### src/rtl/rlh_pkg.sv
package rlh_pkg;

  localparam int unsigned RLH_GROUP_DEF  = 4;
  localparam int unsigned RLH_CW_MAX_DEF = 4;
  localparam int unsigned RLH_LW_DEF     = $clog2(RLH_CW_MAX_DEF + 1);

  // Entry k occupies bits [k*CW_MAX +: CW_MAX], code right-aligned, first bit leftmost.
  // Default: L0=0, L1=10, L2=110, L3=1110, L4=1111.
  localparam logic [(RLH_GROUP_DEF+1)*RLH_CW_MAX_DEF-1:0] RLH_CODE_DEF = 20'hFE620;
  // Lengths, RLH_LW_DEF bits per entry: 4,4,3,2,1 from L4 down to L0.
  localparam logic [(RLH_GROUP_DEF+1)*RLH_LW_DEF-1:0]     RLH_LEN_DEF  = 15'b100_100_011_010_001;

endpackage

### src/rtl/rlh_tree_walker.sv
module rlh_tree_walker #(
  parameter int unsigned NSYM   = 5,
  parameter int unsigned CW_MAX = 4,
  parameter int unsigned LW     = 3,
  parameter int unsigned SW     = 3,
  parameter logic [NSYM*CW_MAX-1:0] CODE_TBL = '0,
  parameter logic [NSYM*LW-1:0]     LEN_TBL  = '0
) (
  input  logic          clk,
  input  logic          rst,
  input  logic          accept,
  input  logic          bit_in,
  output logic          hit,
  output logic [SW-1:0] sym,
  output logic          err_q
);

  logic [CW_MAX-1:0] acc_q;
  logic [LW-1:0]     len_q;
  logic [CW_MAX-1:0] acc_n;
  logic [LW-1:0]     len_n;
  logic [NSYM-1:0]   full_m;
  logic [NSYM-1:0]   pre_m;

  assign acc_n = {acc_q[CW_MAX-2:0], bit_in};
  assign len_n = len_q + LW'(1);

  for (genvar k = 0; k < NSYM; k++) begin : g_entry
    logic [CW_MAX-1:0] code_k;
    logic [LW-1:0]     clen_k;
    assign code_k    = CODE_TBL[k*CW_MAX +: CW_MAX];
    assign clen_k    = LEN_TBL[k*LW +: LW];
    assign full_m[k] = (clen_k == len_n) && (code_k == acc_n);
    assign pre_m[k]  = (clen_k >= len_n) && ((code_k >> (clen_k - len_n)) == acc_n);
  end

  always_comb begin
    sym = '0;
    for (int k = NSYM - 1; k >= 0; k--) begin
      if (full_m[k]) sym = SW'(k);
    end
  end

  assign hit = accept && (|full_m);

  always_ff @(posedge clk) begin
    if (rst) begin
      acc_q <= '0;
      len_q <= '0;
      err_q <= 1'b0;
    end else begin
      err_q <= 1'b0;
      if (accept) begin
        if ((|full_m) || !(|pre_m)) begin
          acc_q <= '0;
          len_q <= '0;
          err_q <= !(|pre_m);
        end else begin
          acc_q <= acc_n;
          len_q <= len_n;
        end
      end
    end
  end

  // a partial path never reaches full codeword depth without resolving
  a_r2_depth_bounded: assert property (@(posedge clk) disable iff (rst)
    len_q < LW'(CW_MAX));

  // an error leaves the walker at the root
  a_r8_err_at_root: assert property (@(posedge clk) disable iff (rst)
    err_q |-> (len_q == '0));

endmodule

### src/rtl/rlh_pattern_expander.sv
module rlh_pattern_expander #(
  parameter int unsigned GROUP = 4,
  parameter int unsigned SW    = 3
) (
  input  logic          clk,
  input  logic          rst,
  input  logic          load,
  input  logic [SW-1:0] sym,
  output logic          out_bit,
  output logic          out_valid,
  output logic          done,
  output logic          busy
);

  localparam int unsigned PW = GROUP + 1;
  localparam int unsigned CW = $clog2(GROUP + 2);

  logic [PW-1:0] pat_q;
  logic [CW-1:0] rem_q;
  logic          is_full_run;

  assign is_full_run = (sym == SW'(GROUP));
  assign busy        = (rem_q != '0);

  always_ff @(posedge clk) begin
    if (rst) begin
      pat_q     <= '0;
      rem_q     <= '0;
      out_bit   <= 1'b0;
      out_valid <= 1'b0;
      done      <= 1'b0;
    end else if (load) begin
      pat_q     <= is_full_run ? '0 : (PW'(1) << (GROUP - int'(sym)));
      rem_q     <= is_full_run ? CW'(GROUP) : (CW'(sym) + CW'(1));
      out_valid <= 1'b0;
      done      <= 1'b0;
    end else if (busy) begin
      out_bit   <= pat_q[PW-1];
      out_valid <= 1'b1;
      pat_q     <= pat_q << 1;
      rem_q     <= rem_q - CW'(1);
      done      <= (rem_q == CW'(1));
    end else begin
      out_valid <= 1'b0;
      done      <= 1'b0;
    end
  end

  // completion only with a valid bit
  a_r6_done_with_bit: assert property (@(posedge clk) disable iff (rst)
    done |-> out_valid);

  // the serial stream ends only after its completion marker
  a_r6_end_after_done: assert property (@(posedge clk) disable iff (rst)
    $fell(out_valid) |-> $past(done));

  // no new pattern while one is still playing out
  a_r5_no_load_busy: assert property (@(posedge clk) disable iff (rst)
    load |-> !busy);

endmodule

### src/rtl/rlh_decomp.sv
module rlh_decomp #(
  parameter int unsigned GROUP  = rlh_pkg::RLH_GROUP_DEF,
  parameter int unsigned CW_MAX = rlh_pkg::RLH_CW_MAX_DEF,
  parameter logic [(GROUP+1)*CW_MAX-1:0] CODE_TBL = rlh_pkg::RLH_CODE_DEF,
  parameter logic [(GROUP+1)*$clog2(CW_MAX+1)-1:0] LEN_TBL = rlh_pkg::RLH_LEN_DEF
) (
  input  logic clk,
  input  logic rst,
  input  logic dec_en,
  input  logic in_valid,
  input  logic in_bit,
  output logic in_ready,
  output logic out_bit,
  output logic out_valid,
  output logic cw_done,
  output logic cw_err
);

  localparam int unsigned NSYM = GROUP + 1;
  localparam int unsigned LW   = $clog2(CW_MAX + 1);
  localparam int unsigned SW   = $clog2(NSYM);

  logic          busy;
  logic          accept;
  logic          hit;
  logic [SW-1:0] sym;

  assign in_ready = dec_en && !busy;
  assign accept   = in_valid && in_ready;

  rlh_tree_walker #(
    .NSYM(NSYM), .CW_MAX(CW_MAX), .LW(LW), .SW(SW),
    .CODE_TBL(CODE_TBL), .LEN_TBL(LEN_TBL)
  ) u_walker (
    .clk(clk), .rst(rst), .accept(accept), .bit_in(in_bit),
    .hit(hit), .sym(sym), .err_q(cw_err)
  );

  rlh_pattern_expander #(
    .GROUP(GROUP), .SW(SW)
  ) u_expander (
    .clk(clk), .rst(rst), .load(hit), .sym(sym),
    .out_bit(out_bit), .out_valid(out_valid), .done(cw_done), .busy(busy)
  );

  // an error starts no expansion
  a_r8_err_no_expand: assert property (@(posedge clk) disable iff (rst)
    cw_err |-> !busy);

  // input is stalled while non-final pattern bits are leaving
  a_r5_stall_midpattern: assert property (@(posedge clk) disable iff (rst)
    (out_valid && !cw_done) |-> !in_ready);

  // no input accepted while decoding is disabled
  a_r7_gate: assert property (@(posedge clk) disable iff (rst)
    !dec_en |-> !in_ready);

endmodule

### config.mk
export PLATFORM = sky130hd
export DESIGN_NAME = rlh_decomp
export DESIGN_NICKNAME = d
export VERILOG_FILES = /design/src/rtl/rlh_pkg.sv /design/src/rtl/rlh_tree_walker.sv /design/src/rtl/rlh_pattern_expander.sv /design/src/rtl/rlh_decomp.sv
export SDC_FILE = /design/constraint.sdc
export NUM_CORES = 1
export LEC_CHECK = 0
export CAP_MARGIN = 20
export CORE_ASPECT_RATIO = 1.2
export CORE_MARGIN = 1.5
export CORE_UTILIZATION = 35
export DETAILED_ROUTE_END_ITERATION = 6
export PLACE_DENSITY_LB_ADDON = 0.15
export SLEW_MARGIN = 0
export SYNTH_ARGS = -nofsm -noshare
export SYNTH_HDL_FRONTEND = slang
export SYNTH_SLANG_ARGS = --single-unit
### constraint.sdc
create_clock -name clk -period 3.8 [get_ports clk]
set_input_delay 1.14 -clock clk [delete_from_list [all_inputs] [get_ports clk]]
set_output_delay 1.14 -clock clk [all_outputs]
set_load 0.02 [all_outputs]
# Word-level counts from Yosys, hierarchy flattened
# Cells that the tools add are included.
[op_classes]
bitwise = 4
n_eq_ne = 15
add_sub_neg = 8
n_reduce_logical = 25
order_cmp = 4
n_shift = 6
muxes = 14
[op_table]
columns = ["cell", "n"]
rows = [
  ["$shl 1x32->5 const A", 1],
  ["$mux 3", 10],
  ["$eq 4x4->1", 5],
  ["$mux 5", 3],
  ["$logic_and 1x1->1", 13],
  ["$reduce_or 5->1", 2],
  ["$eq 4x4->1 const A", 2],
  ["$shr 4x3->4 const A", 2],
  ["$add 3x1->3 const B", 2],
  ["$eq 2x3->1 const A", 2],
  ["$ge 2x3->1 const A", 2],
  ["$reduce_or 3->1", 2],
  ["$sub 2x3->3 const A", 2],
  ["$eq 2x4->1 const A", 1],
  ["$eq 3x4->1 const A", 1],
  ["$logic_not 4->1", 1],
  ["$not 1->1", 4],
  ["$shr 1x3->4 const A", 1],
  ["$shr 2x3->4 const A", 1],
  ["$shr 3x3->4 const A", 1],
  ["$sub 3x3->4 const A", 1],
  ["$eq 1x3->1 const A", 1],
  ["$eq 3x1->1 const B", 1],
  ["$eq 3x3->1 const A", 1],
  ["other kinds (13)", 14],
]
[totals]
word_cells = 84
in_bits = 5
output_inout_bits = 5
register_bits = 18

# Longest topological paths before layout
[depth]
ltp_word = 12
mapped_depth = 13
mapped_depth_nobuf = 13

# Modules after synthesis
# A second synthesis with hierarchy kept.
[unflattened]
hier_cells = 157
area_unflattened_um2 = 1327.5
[modules_own_cells]
columns = ["mod", "cells_each", "n_inst", "area_each_um2", "seq_area_each_um2"]
rows = [
  ["rlh_tree_walker", 84, 1, 675.6, 140.1],
  ["rlh_pattern_expander", 71, 1, 636.9, 220.2],
  ["rlh_decomp", 2, 1, 15.0, 0.0],
]

# Least setup slack after synthesis
# OpenSTA, ideal clock, no wires.
[synth_timing]
kind = "input to register"
start = "input port in_bit"
end = "register u_expander.pat_q[1]"
setup_time_ps = 74
required_ps = 3726
cell_stages = 9
slack_ps = 565
t_arrival_ps = 3160
cell_sequence = "buf_4 -> or3_4 -> nor2_1 -> nor2_1 -> ha_1 -> ha_1 -> nor2_1 -> or4b_1 -> a31oi_1"
[synth_via]
elab_chain_cells = 11
[synth_rtl]
columns = ["element", "line", "source"]
rows = [
  ["start, declared", "rlh_decomp.sv:11", "input logic in_bit,"],
  ["$eq 4x4->1", "rlh_tree_walker.sv:33", "assign full_m[k] = (clen_k == len_n) && (code_k == acc_n);"],
  ["$logic_and 1x1->1", "rlh_tree_walker.sv:33", ""],
  ["$mux 3 (5 in a row)", "rlh_tree_walker.sv:40", "if (full_m[k]) sym = SW'(k);"],
  ["$sub 3x3->4", "rlh_pattern_expander.sv:33", "pat_q <= is_full_run ? '0 : (PW'(1) << (GROUP - int'(sym)));"],
  ["$shl 1x32->5", "rlh_pattern_expander.sv:33", ""],
  ["$mux 5", "rlh_pattern_expander.sv:33", ""],
  ["$mux 5", "rlh_pattern_expander.sv:32", "end else if (load) begin"],
  ["end signal, assigned", "rlh_pattern_expander.sv:33", ""],
  ["end signal, assigned", "rlh_pattern_expander.sv:40", "pat_q <= pat_q << 1;"],
  ["end, declared", "rlh_pattern_expander.sv:18", "logic [PW-1:0] pat_q;"],
]
# Parallel ways exist; a longest one is shown, timed or not.
# A chain may end at the register's enable or synchronous reset.

# Final worst setup path
[layout_timing]
start = "input port dec_en"
end = "output port in_ready"
[layout_via]
elab_chain_cells = 1
[layout_rtl]
columns = ["element", "line", "source"]
rows = [
  ["start, declared", "rlh_decomp.sv:9", "input logic dec_en,"],
  ["$logic_and 1x1->1", "rlh_decomp.sv:28", "assign in_ready = dec_en && !busy;"],
  ["end, declared", "rlh_decomp.sv:12", "output logic in_ready,"],
]
# Every way passes these cells.

==> flow_summary.yaml <==
floorplan:
  num_rows: 25
  coreArea_um2: 3880
  start_util_pct: 36.0
  ios: 10
  die_y_um: 72.2
  die-area_um2: 4380
  die_w_um: 60.7
place:
  dp_cells: 226
  io_buffers: 9
  dp_hpwl_um: 2640
  place_congestion: 0.849
hold_path:
  hold_class: "flip-flop to flip-flop"
setup_path:
  crit_end: "in_ready"
  arrival_ns: 2.37
  r2r-end: "u_expander.pat_q[1]"
  critPathLaunch: "dec_en"
  path_class: "input port to output pin"
  critical_path_required_ns: 2.66
  r2r_slack_ns: 0.36
  cp_max_fo: 4
  reg2regPathDepth: 12
  start_kind: "input port"
  crit_path_end_kind: "output pin"
  timing.rr.start: "u_walker.len_q[0]"
logic_synthesis:
  synthCells: 167
  synth_seq_cells: 18
  synth_edf_count: 0
  syn_nets: 188
  async_reset_ff_share_pct: 0
  seq_area_frac_synth_pct: 25.8
  synth_ff_type: "dfxtp_1"
  syn_area_um2: 1400
  ys.warnings.count: 0
  synthDistinctLibCells: 51
  synth.top_cell.area_share_pct: 25.8
  synth_area_leader_cell: "dfxtp_1"
  synth.area.top_cells: "dfxtp_1, ha_1, nor2_1"
  avgSynthCellArea_um2: 8.37
clock_network:
  ctsHoldBuffers: 0
  post_cts_resized: 0
  cts_root_buf: "clkbuf_8"
  clk-insertion-delay-late_ns: 0.25
  cts_tree: "done"
  cts_buffer_depth: 2
  path_clk_slew_ns: 0.07
  htreeDepth: 1
  cts_inserted_buffers: 3
  cts_setup_buffers: 0
  clock_sinks: 18
power:
  leakagePower_nw: 0.631
  seqPwrFrac_pct: 32.1
  p_switching_uw: 299
  internal_power_uw: 459
  pwr-share-comb_pct: 47.6
  irDropWorstVdd_uv: 324
  netSwitchingFraction_pct: 39.4
  p_per_area_nw_per_um2: 476
  clockPowerShare_pct: 20.3
sta:
  fin_crit_sh_pct: 92.4
  maxSlewViolCount: 0
  finalCriticalPeriod_ns: 3.51
  worst_clock_skew_ns: 0.00410
  finalSetupViolations: 0
  fmax_mhz: 285
  worstMarginPinSlew_ns: 0.915
  max_slew_margin_pct: 38.6
  hold_viol: 0
  finalSetupTns_ns: 0
  rsz0062_at_grt: "false"
status:
  status: "completed"
cells_and_area:
  fill_cells: 434
  fin_nets: 199
  final_core_util_pct: 41.1
  stdcell_count: 231
  area_growth_pct: 14.0
  diodes: 0
  drive_gt1_share_pct: 10.7
detailed_routing:
  firstDrtPassIters: 4
  ant_nets: 0
  wl_per_cell_um: 14.6
  dr_total_vias: 1244
  routed_wirelength_um: 3380
  drcViolationCount: 0
  avgViaCountPerCell: 5.39
  drtIter0Drc: 88
global_routing:
  first_global_vias: 1218
  antenna_found_initial: 0
  overflow: 0
  grt_pass1_wl_um: 5580
  grt_max_degree: 15
  track_usage_pct: 16.4
job:
  cap_viol_max_count: 0
==> logic make-up after synthesis <==
family | share of synthesized area (%)
xor+xnor | 3.13
flops | 25.8
simple gates | 26.9
compound gates | 20.8
fa+ha+maj | 14.3
mux | 2.15
buf+inv | 6.98
==> cells in the mapped netlist (2+ instances only) <==
library cell and n:
dfxtp_1 18, nor2_1 17, ha_1 16, a21oi_1 12
inv_1 12, nand2_1 10, a2111oi_0 6, a31oi_1 5
nand3_1 5, nor2b_1 5, nor3_1 4, and2_1 3
buf_2 3, mux2i_1 3, nor4b_1 3, xnor2_1 3
and3_1 2, buf_6 2, clkbuf_1 2, nand2b_1 2
o21ai_0 2, o32a_1 2, xor2_1 2
==> power groups by stage <==
| stage | registers (mW) | clock network, mW | logic (mW) |
|---|---|---|---|
| floorplan | 0.245 | 0 | 0.256 |
| global placement | 0.246 | 0 | 0.354 |
| detailed placement | 0.247 | 0 | 0.363 |
| CTS | 0.243 | 0.161 | 0.364 |
| global route | 0.247 | 0.170 | 0.400 |
| finish | 0.243 | 0.154 | 0.361 |
==> flip-flops by register name, summed over array words and instances (netlist names) <==
| signal | count |
|---|---|
| u_expander.rem_q | 3 |
| u_expander.out_valid | 1 |
| u_expander.out_bit | 1 |
| u_expander.pat_q | 5 |
| u_walker.acc_q | 3 |
| u_walker.err_q | 1 |
| u_walker.len_q | 3 |
| u_expander.done | 1 |
==> per-stage QoR <==
step | cell area, µm² | power [mW] | setup WS (ns) | hold WS (ns)
after floorplan | 1400 | 0.500 | 0.565 | 0.437
after global routing | 1590 | 0.817 | 0.108 | 0.477
after detailed placement | 1530 | 0.611 | 0.133 | 0.446
after global placement | 1530 | 0.600 | 0.225 | 0.444
after CTS | 1590 | 0.767 | 0.280 | 0.456
final | 1590 | 0.758 | 0.288 | 0.451
==> layout by cell type, fill, tap and decap left out, types with 5 or more instances in the layout <==
cell type,instances
inv_1,12
dfxtp_1,18
a31oi_1,5
a2111oi_0,6
a21oi_1,12
clkdlybuf4s50_1,9
nand2_1,10
nor2b_1,5
nor2_1,17
ha_1,16
nand3_1,5
==> worst min path at each step <==
stage,startpoint,end,slack (ns),cells after the start
global route,u_expander.out_bit,u_expander.out_bit,0.48,2
detailed placement,u_expander.out_bit,u_expander.out_bit,0.45,2
CTS,u_expander.out_bit,u_expander.out_bit,0.46,2
floorplan,u_expander.pat_q[4],u_expander.out_bit,0.44,2
global placement,u_expander.out_bit,u_expander.out_bit,0.44,2
finish,u_expander.out_bit,u_expander.out_bit,0.45,2
==> area by class of cell <==
cell class	instances	area (µm²)	share of cell area (%)
inverters	12	45.0	2.83
flip-flops and latches	18	360	22.6
repair buffers	14	125	7.86
clock buffers	4	55.1	3.46
multi-input cells	129	940	59.0
well taps	54	67.6	4.24
==> per-layer routing <==
| metal | global-route usage (%) | share of wire (%) | vias up |
|---|---|---|---|
| met1 | 20.6 | 44 | 596 |
| li1 | - | - | 634 |
| met4 | 3.14 | 1.0 | 0 |
| met2 | 29.0 | 54 | 10 |
| met5 | 0 | 0 | - |
| met3 | 2.67 | 1.2 | 4 |
==> critical path: stages <==
cell and delay, ns:
clkdlybuf4s50_1 0.50, and2_1 0.13, clkdlybuf4s50_1 0.60
No activity file was read; power rests on OpenSTA's default activity.
